[src/rtl/async_tx_pkg.sv]
`timescale 1ns/1ps
package async_tx_pkg;

  localparam int DATA_MAX = 8;
  localparam int FRAME_W  = 13;   // start + 8 data + marker + parity + 2 stop
  localparam int NBITS_W  = 4;

  typedef struct packed {
    logic       two_stop;
    logic       par_even;
    logic       par_on;
    logic       spare;
    logic       mark_mode;
    logic [2:0] len_m1;
  } tx_fmt_t;

  typedef struct packed {
    logic [FRAME_W-1:0] bits;
    logic [NBITS_W-1:0] nbits;
  } frame_t;

  typedef struct packed {
    logic       mark;
    logic [7:0] data;
  } q_entry_t;

  function automatic frame_t build_frame(input tx_fmt_t f, input logic [7:0] d,
                                         input logic mark);
    frame_t r;
    logic [NBITS_W-1:0] pos;
    logic ones;
    r.bits    = '1;
    r.bits[0] = 1'b0;
    pos  = NBITS_W'(1);
    ones = 1'b0;
    for (int i = 0; i < DATA_MAX; i++) begin
      if (i <= int'(f.len_m1)) begin
        r.bits[pos] = d[i];
        ones = ones ^ d[i];
        pos  = pos + NBITS_W'(1);
      end
    end
    if (f.mark_mode) begin
      r.bits[pos] = mark;
      ones = ones ^ mark;
      pos  = pos + NBITS_W'(1);
    end
    if (f.par_on) begin
      r.bits[pos] = f.par_even ? ones : ~ones;
      pos  = pos + NBITS_W'(1);
    end
    r.nbits = pos + NBITS_W'(1) + NBITS_W'(f.two_stop);
    return r;
  endfunction

endpackage

[src/rtl/tx_queue.sv]
`timescale 1ns/1ps
module tx_queue #(
  parameter int W     = 9,
  parameter int DEPTH = 4
) (
  input  logic                       clk,
  input  logic                       rst,
  input  logic                       push,
  input  logic [W-1:0]               push_data,
  input  logic                       pop,
  output logic [W-1:0]               head,
  output logic                       empty,
  output logic                       full,
  output logic [$clog2(DEPTH+1)-1:0] fill
);
  localparam int AW = (DEPTH > 1) ? $clog2(DEPTH) : 1;
  localparam int FW = $clog2(DEPTH+1);

  logic [W-1:0]  mem [DEPTH];
  logic [AW-1:0] wp, rp;
  logic          do_push, do_pop;

  assign empty   = (fill == '0);
  assign full    = (fill == FW'(DEPTH));
  assign do_push = push && !full;
  assign do_pop  = pop && !empty;
  assign head    = mem[rp];

  always_ff @(posedge clk) begin
    if (do_push) mem[wp] <= push_data;
  end

  always_ff @(posedge clk) begin
    if (rst) begin
      wp   <= '0;
      rp   <= '0;
      fill <= '0;
    end else begin
      if (do_push) wp <= (wp == AW'(DEPTH-1)) ? '0 : wp + AW'(1);
      if (do_pop)  rp <= (rp == AW'(DEPTH-1)) ? '0 : rp + AW'(1);
      case ({do_push, do_pop})
        2'b10:   fill <= fill + FW'(1);
        2'b01:   fill <= fill - FW'(1);
        default: fill <= fill;
      endcase
    end
  end
endmodule

[src/rtl/tx_bit_timer.sv]
`timescale 1ns/1ps
module tx_bit_timer #(
  parameter int DIV_W = 16,
  parameter int OVS   = 8
) (
  input  logic             clk,
  input  logic             rst,
  input  logic             clear,
  input  logic [DIV_W-1:0] div,
  output logic             tick
);
  localparam int CW = DIV_W + $clog2(OVS) + 1;

  logic [CW-1:0] cnt, limit, div_ext;

  assign div_ext = CW'(div);
  assign limit   = (div_ext + CW'(1)) * CW'(OVS) - CW'(1);
  assign tick    = (cnt >= limit);

  always_ff @(posedge clk) begin
    if (rst || clear || tick) cnt <= '0;
    else                      cnt <= cnt + CW'(1);
  end
endmodule

[src/rtl/tx_serializer.sv]
`timescale 1ns/1ps
module tx_serializer
  import async_tx_pkg::*;
(
  input  logic       clk,
  input  logic       rst,
  input  logic       tick,
  input  logic       have_data,
  input  q_entry_t   head,
  input  tx_fmt_t    fmt,
  output logic       pop,
  output logic       busy,
  output logic       timer_clear,
  output logic       line
);
  logic [FRAME_W-1:0] shreg;
  logic [NBITS_W-1:0] left;
  logic               last_bit_end;
  frame_t             nxt;

  assign last_bit_end = busy && tick && (left == NBITS_W'(1));
  assign pop          = have_data && (!busy || last_bit_end);
  assign timer_clear  = pop || !busy;
  assign nxt          = build_frame(fmt, head.data, head.mark);

  always_ff @(posedge clk) begin
    if (rst) begin
      busy  <= 1'b0;
      line  <= 1'b1;
      shreg <= '1;
      left  <= '0;
    end else if (pop) begin
      busy  <= 1'b1;
      line  <= nxt.bits[0];
      shreg <= {1'b1, nxt.bits[FRAME_W-1:1]};
      left  <= nxt.nbits;
    end else if (busy && tick) begin
      if (left == NBITS_W'(1)) begin
        busy <= 1'b0;
        line <= 1'b1;
      end else begin
        line  <= shreg[0];
        shreg <= {1'b1, shreg[FRAME_W-1:1]};
        left  <= left - NBITS_W'(1);
      end
    end
  end
endmodule

[src/rtl/async_tx_top.sv]
`timescale 1ns/1ps
module async_tx_top
  import async_tx_pkg::*;
#(
  parameter int DEPTH = 4,
  parameter int DIV_W = 16,
  parameter int OVS   = 8
) (
  input  logic             clk,
  input  logic             rst,
  input  logic [7:0]       ctrl_byte,
  input  logic [DIV_W-1:0] baud_div,
  input  logic [7:0]       wr_data,
  input  logic             wr_en,
  input  logic             wake_set,
  output logic             tx_line,
  output logic             buf_free
);
  localparam int FW = $clog2(DEPTH+1);

  logic          wake_pend;
  logic          q_full, q_empty, q_pop;
  logic [FW-1:0] fill_cnt;
  q_entry_t      q_in, q_head;
  logic          tick, t_clear, ser_busy;
  logic          accept;

  assign accept    = wr_en && !q_full;
  assign q_in.data = wr_data;
  assign q_in.mark = wake_pend || wake_set;
  assign buf_free  = !q_full;

  always_ff @(posedge clk) begin
    if (rst)         wake_pend <= 1'b0;
    else if (accept) wake_pend <= 1'b0;
    else if (wake_set) wake_pend <= 1'b1;
  end

  tx_queue #(.W($bits(q_entry_t)), .DEPTH(DEPTH)) queue_i (
    .clk(clk), .rst(rst),
    .push(wr_en), .push_data(q_in),
    .pop(q_pop), .head(q_head),
    .empty(q_empty), .full(q_full), .fill(fill_cnt)
  );

  tx_bit_timer #(.DIV_W(DIV_W), .OVS(OVS)) timer_i (
    .clk(clk), .rst(rst), .clear(t_clear), .div(baud_div), .tick(tick)
  );

  tx_serializer ser_i (
    .clk(clk), .rst(rst), .tick(tick),
    .have_data(!q_empty), .head(q_head), .fmt(tx_fmt_t'(ctrl_byte)),
    .pop(q_pop), .busy(ser_busy), .timer_clear(t_clear), .line(tx_line)
  );
endmodule

[config.mk]
export PLATFORM = sky130hd
export DESIGN_NAME = async_tx_top
export DESIGN_NICKNAME = d
export VERILOG_FILES = /design/src/rtl/async_tx_pkg.sv /design/src/rtl/tx_queue.sv /design/src/rtl/tx_bit_timer.sv /design/src/rtl/tx_serializer.sv /design/src/rtl/async_tx_top.sv
export SDC_FILE = /design/constraint.sdc
export NUM_CORES = 1
export LEC_CHECK = 0
export BUFFER_PORTS_ARGS = -buffer_cell sky130_fd_sc_hd__buf_2
export CORE_ASPECT_RATIO = 2
export CORE_UTILIZATION = 45
export DETAILED_ROUTE_END_ITERATION = 12
export PLACE_DENSITY = 0.63
export SYNTH_ARGS = -nofsm -noshare
export SYNTH_HDL_FRONTEND = slang
export SYNTH_SLANG_ARGS = --single-unit
[constraint.sdc]
create_clock -name clk -period 11.7 [get_ports clk]
set_input_delay 1.17 -clock clk [delete_from_list [all_inputs] [get_ports clk]]
set_output_delay 1.17 -clock clk [all_outputs]
set_load 0.02 [all_outputs]
==> flow_metrics.py <==
metrics = {
    "hold_path": {
        "min_from": "queue_i.rp[1]$_SDFFE_PP0P_",
        "min_path_type": "reg2reg",
    },
    "die": {
        "ioPinCount": 38,
        "num_rows": 65,
        "chipWidth_microns": 91.46,
        "start_util_pct": 45.88,
        "die_area_sq_mm": 0.01655,
        "coreArea_sq_mm": 0.01570,
        "dieHeight_microns": 180.9,
    },
    "clock_tree": {
        "post-cts-setup-buffer-count": 0,
        "cts_root_buf": "clkbuf_16",
        "cts.sinks": 84,
        "cts_tree": "yes",
        "h-tree-depth": 3,
        "clockBufferDepth": 2,
        "cts-resized-gates": 0,
        "clkTransAtPathRegs_ns": 0.06,
        "clock_latency_ns": 0.33,
        "numCtsBuffers": 9,
        "ctsHoldBuffers": 0,
    },
    "placed_design": {
        "io_buffers": 36,
        "place_congestion": 0.9415,
        "placed_cells": 1001,
        "dp_hpwl_microns": 15510,
        "dpl-instance-area_sq_mm": 0.007437,
    },
    "worst_setup_path": {
        "r2r_cells": 14,
        "crit_required_ns": 11.91,
        "crit_fanout": 29,
        "start_kind": "primary input",
        "regToRegSetupSlack_ns": 7.89,
        "endpoint": "ser_i.shreg[11]$_SDFFE_PP1P_",
        "worst_r2r_endpoint": "queue_i.fill[2]$_SDFFE_PP0P_",
        "end_kind": "register",
        "crit_start": "ctrl_byte[0]",
        "r2r_start": "timer_i.cnt[3]$_SDFF_PP0_",
        "path_class": "in2reg",
        "cp.arrival_ns": 8.13,
    },
    "sta": {
        "worst_pin_slew_ns": 0.8578,
        "hold_slack_ns": 0.4845,
        "hold_viol_final": 0,
        "period_minus_slack_ns": 7.916,
        "drv_slew": 0,
        "slew_headroom_pct": 42.43,
        "worst_clock_skew_ns": 0.006466,
        "fin_crit_sh_pct": 67.65,
        "setup_tns_ns": 0,
        "setup_viol": 0,
        "grt_setup_unrepaired": "false",
        "fmax_mhz": 126.3,
    },
    "drt": {
        "wl_per_cell_microns": 19.38,
        "drtPass1Iterations": 8,
        "drtIter0Drc": 387,
        "post-route-drc-count": 0,
        "ant_nets": 0,
        "via_per_inst": 6.253,
        "vias": 6359,
        "routed_wl_microns": 19710,
    },
    "synthesis": {
        "avgSynthCellArea_sq_um": 8.991,
        "synthesis.nets": 891,
        "netlist_area_sq_mm": 0.007202,
        "ys_seq_area_share_pct": 28.35,
        "synth-seq-cells": 84,
        "ys_warn_count": 0,
        "async_flop_share_pct": 0,
        "synthCells": 801,
        "synth_top_flop_cell": "dfxtp_1",
        "synth_edf_count": 36,
        "synthDistinctLibCells": 84,
    },
    "power_and_ir_drop": {
        "power.density_mw_per_mm2": 156.9,
        "power.leakage_uw": 0.002911,
        "peakVddDrop_uv": 90.83,
    },
    "global_route": {
        "use_met1_pct": 22.33,
        "grt_overflow": 0,
        "grt_max_degree": 31,
        "antenna_found_initial": 0,
        "grt_pass1_vias": 6447,
        "use_met2_pct": 48.33,
        "top_usage_layer": "met2",
        "track_usage_pct": 24.27,
        "gr-usage-met3_pct": 1.894,
        "grt_pass1_wl_microns": 31860,
    },
    "cells_and_area": {
        "syn_to_final_growth_pct": 7.505,
        "final_common_cell": "nand2_1",
        "final_cell_mix": "nand2_1 (81), nor2_1 (56), ha_1 (52), dfxtp_1 (48), xnor2_1 (37)",
        "drive_above_1_share_pct": 12.13,
        "fillers": 1451,
        "diodes": 0,
        "postLayoutCellArea_sq_mm": 0.007742,
        "final_cells": 1017,
        "nets": 901,
    },
    "status": {
        "status": "finished, final reports clean",
    },
    "job": {
        "max-cap-violations": 0,
    },
}
-- layout make-up --
class	instances	area [sq um]	area share, %
clock inverters	7	80.08	1.034
inverters	35	131.4	1.697
clock buffers	9	225.2	2.909
well taps	201	251.5	3.248
repair buffers	39	202.7	2.618
flip-flops and latches	84	2042	26.37
multi-input cells	642	4810	62.12
-- synth_stat cells (all sizes together), types with 10 or more instances --
cell type / number / area [sq um]
nand2: 81 / 304.0
nor2: 56 / 210.2
ha: 52 / 650.6
dfxtp: 48 / 960.9
xnor2: 38 / 340.3
edfxtp: 36 / 1081
inv: 35 / 131.4
a21oi: 31 / 177.7
nand3: 29 / 145.1
xor2: 27 / 255.3
nand4: 25 / 156.4
clkbuf: 23 / 86.33
nor3: 19 / 95.09
o211ai: 19 / 142.6
buf: 17 / 132.6
o21ai: 17 / 85.08
and3: 16 / 100.1
mux2i: 16 / 160.2
and2: 14 / 90.09
a21o: 11 / 82.58
a221oi: 11 / 96.34
or3: 11 / 68.82
o31ai: 10 / 75.07
-- cell families (layout without fill, tap and decap cells) --
logic type	after synthesis	count (layout)	share of synthesized area, %
xor gates and xnor gates	66	66	8.582
and+or+nand+nor	296	296	20.85
buffers and inverters	75	90	4.864
muxes	31	31	5.820
adders and majority gates	54	54	9.590
DFF	84	84	28.35
AOI/OAI and AO/OA	195	195	21.94
-- sequential cells by signal, indices dropped and copies added, names as in the netlist, named ones only --
register      count
queue_i.wp        2
queue_i.mem      36
ser_i.left        4
wake_pend         1
ser_i.line        1
queue_i.rp        2
queue_i.fill      3
timer_i.cnt      20
ser_i.shreg      12
ser_i.busy        1
-- worst max-delay path, stage by stage --
cell	delay (ns)
buf_2	0.46
inv_1	0.20
ha_1	0.24
buf_4	0.19
a211oi_1	0.46
inv_1	0.19
fa_1	0.85
ha_1	0.34
o311ai_4	0.08
o21ai_1	0.22
a21o_1	0.24
ha_1	0.23
nor2b_1	0.16
o311ai_4	0.36
xnor2_1	0.12
buf_4	0.20
a31oi_1	0.55
a311o_1	0.44
o211ai_1	0.38
and2_4	0.29
o311a_1	0.35
o41a_1	0.37
-- where the power goes --
part	internal, uW	switching, uW	total [uW]	leakage (uW)
Combinational	200	331	531	0.00204
Sequential	354	42.5	396	0.000722
Clock	168	119	287	0.000148
-- worst min-delay path by stage --
stage / endpoint / slack (ns) / cells past startpoint
after global routing: timer_i.cnt[0]$_SDFF_PP0_ / 0.50 / 1
final: register / 0.48 / 2
after CTS: timer_i.cnt[0]$_SDFF_PP0_ / 0.49 / 1
after detailed placement: timer_i.cnt[0]$_SDFF_PP0_ / 0.45 / 1
after global placement: timer_i.cnt[0]$_SDFF_PP0_ / 0.43 / 1
after floorplan: timer_i.cnt[0]$_SDFF_PP0_ / 0.42 / 1
-- per-stage QoR --
stage / worst slack, ns / utilization [%] / total power [uW]
2_1_floorplan: 4.525 / - / 786.9
3_3_place_gp: 3.740 / 47.38 / 910.9
3_5_place_dp: 3.463 / 47.38 / 925.5
4_1_cts: 3.792 / 49.33 / 1216
5_1_grt: 3.129 / 49.33 / 1285
6_report: 3.784 / 49.33 / 1215
-- metal layers --
metal | vias up | wire length [microns] | share of wire (%)
met3 | 77 | 469 | 2.4
met5 | - | 0 | 0
met1 | 3058 | 6876 | 35
li1 | 3056 | - | -
met4 | 0 | 1192 | 6.0
met2 | 168 | 11170 | 57
Power figures use the tool's default switching activity.
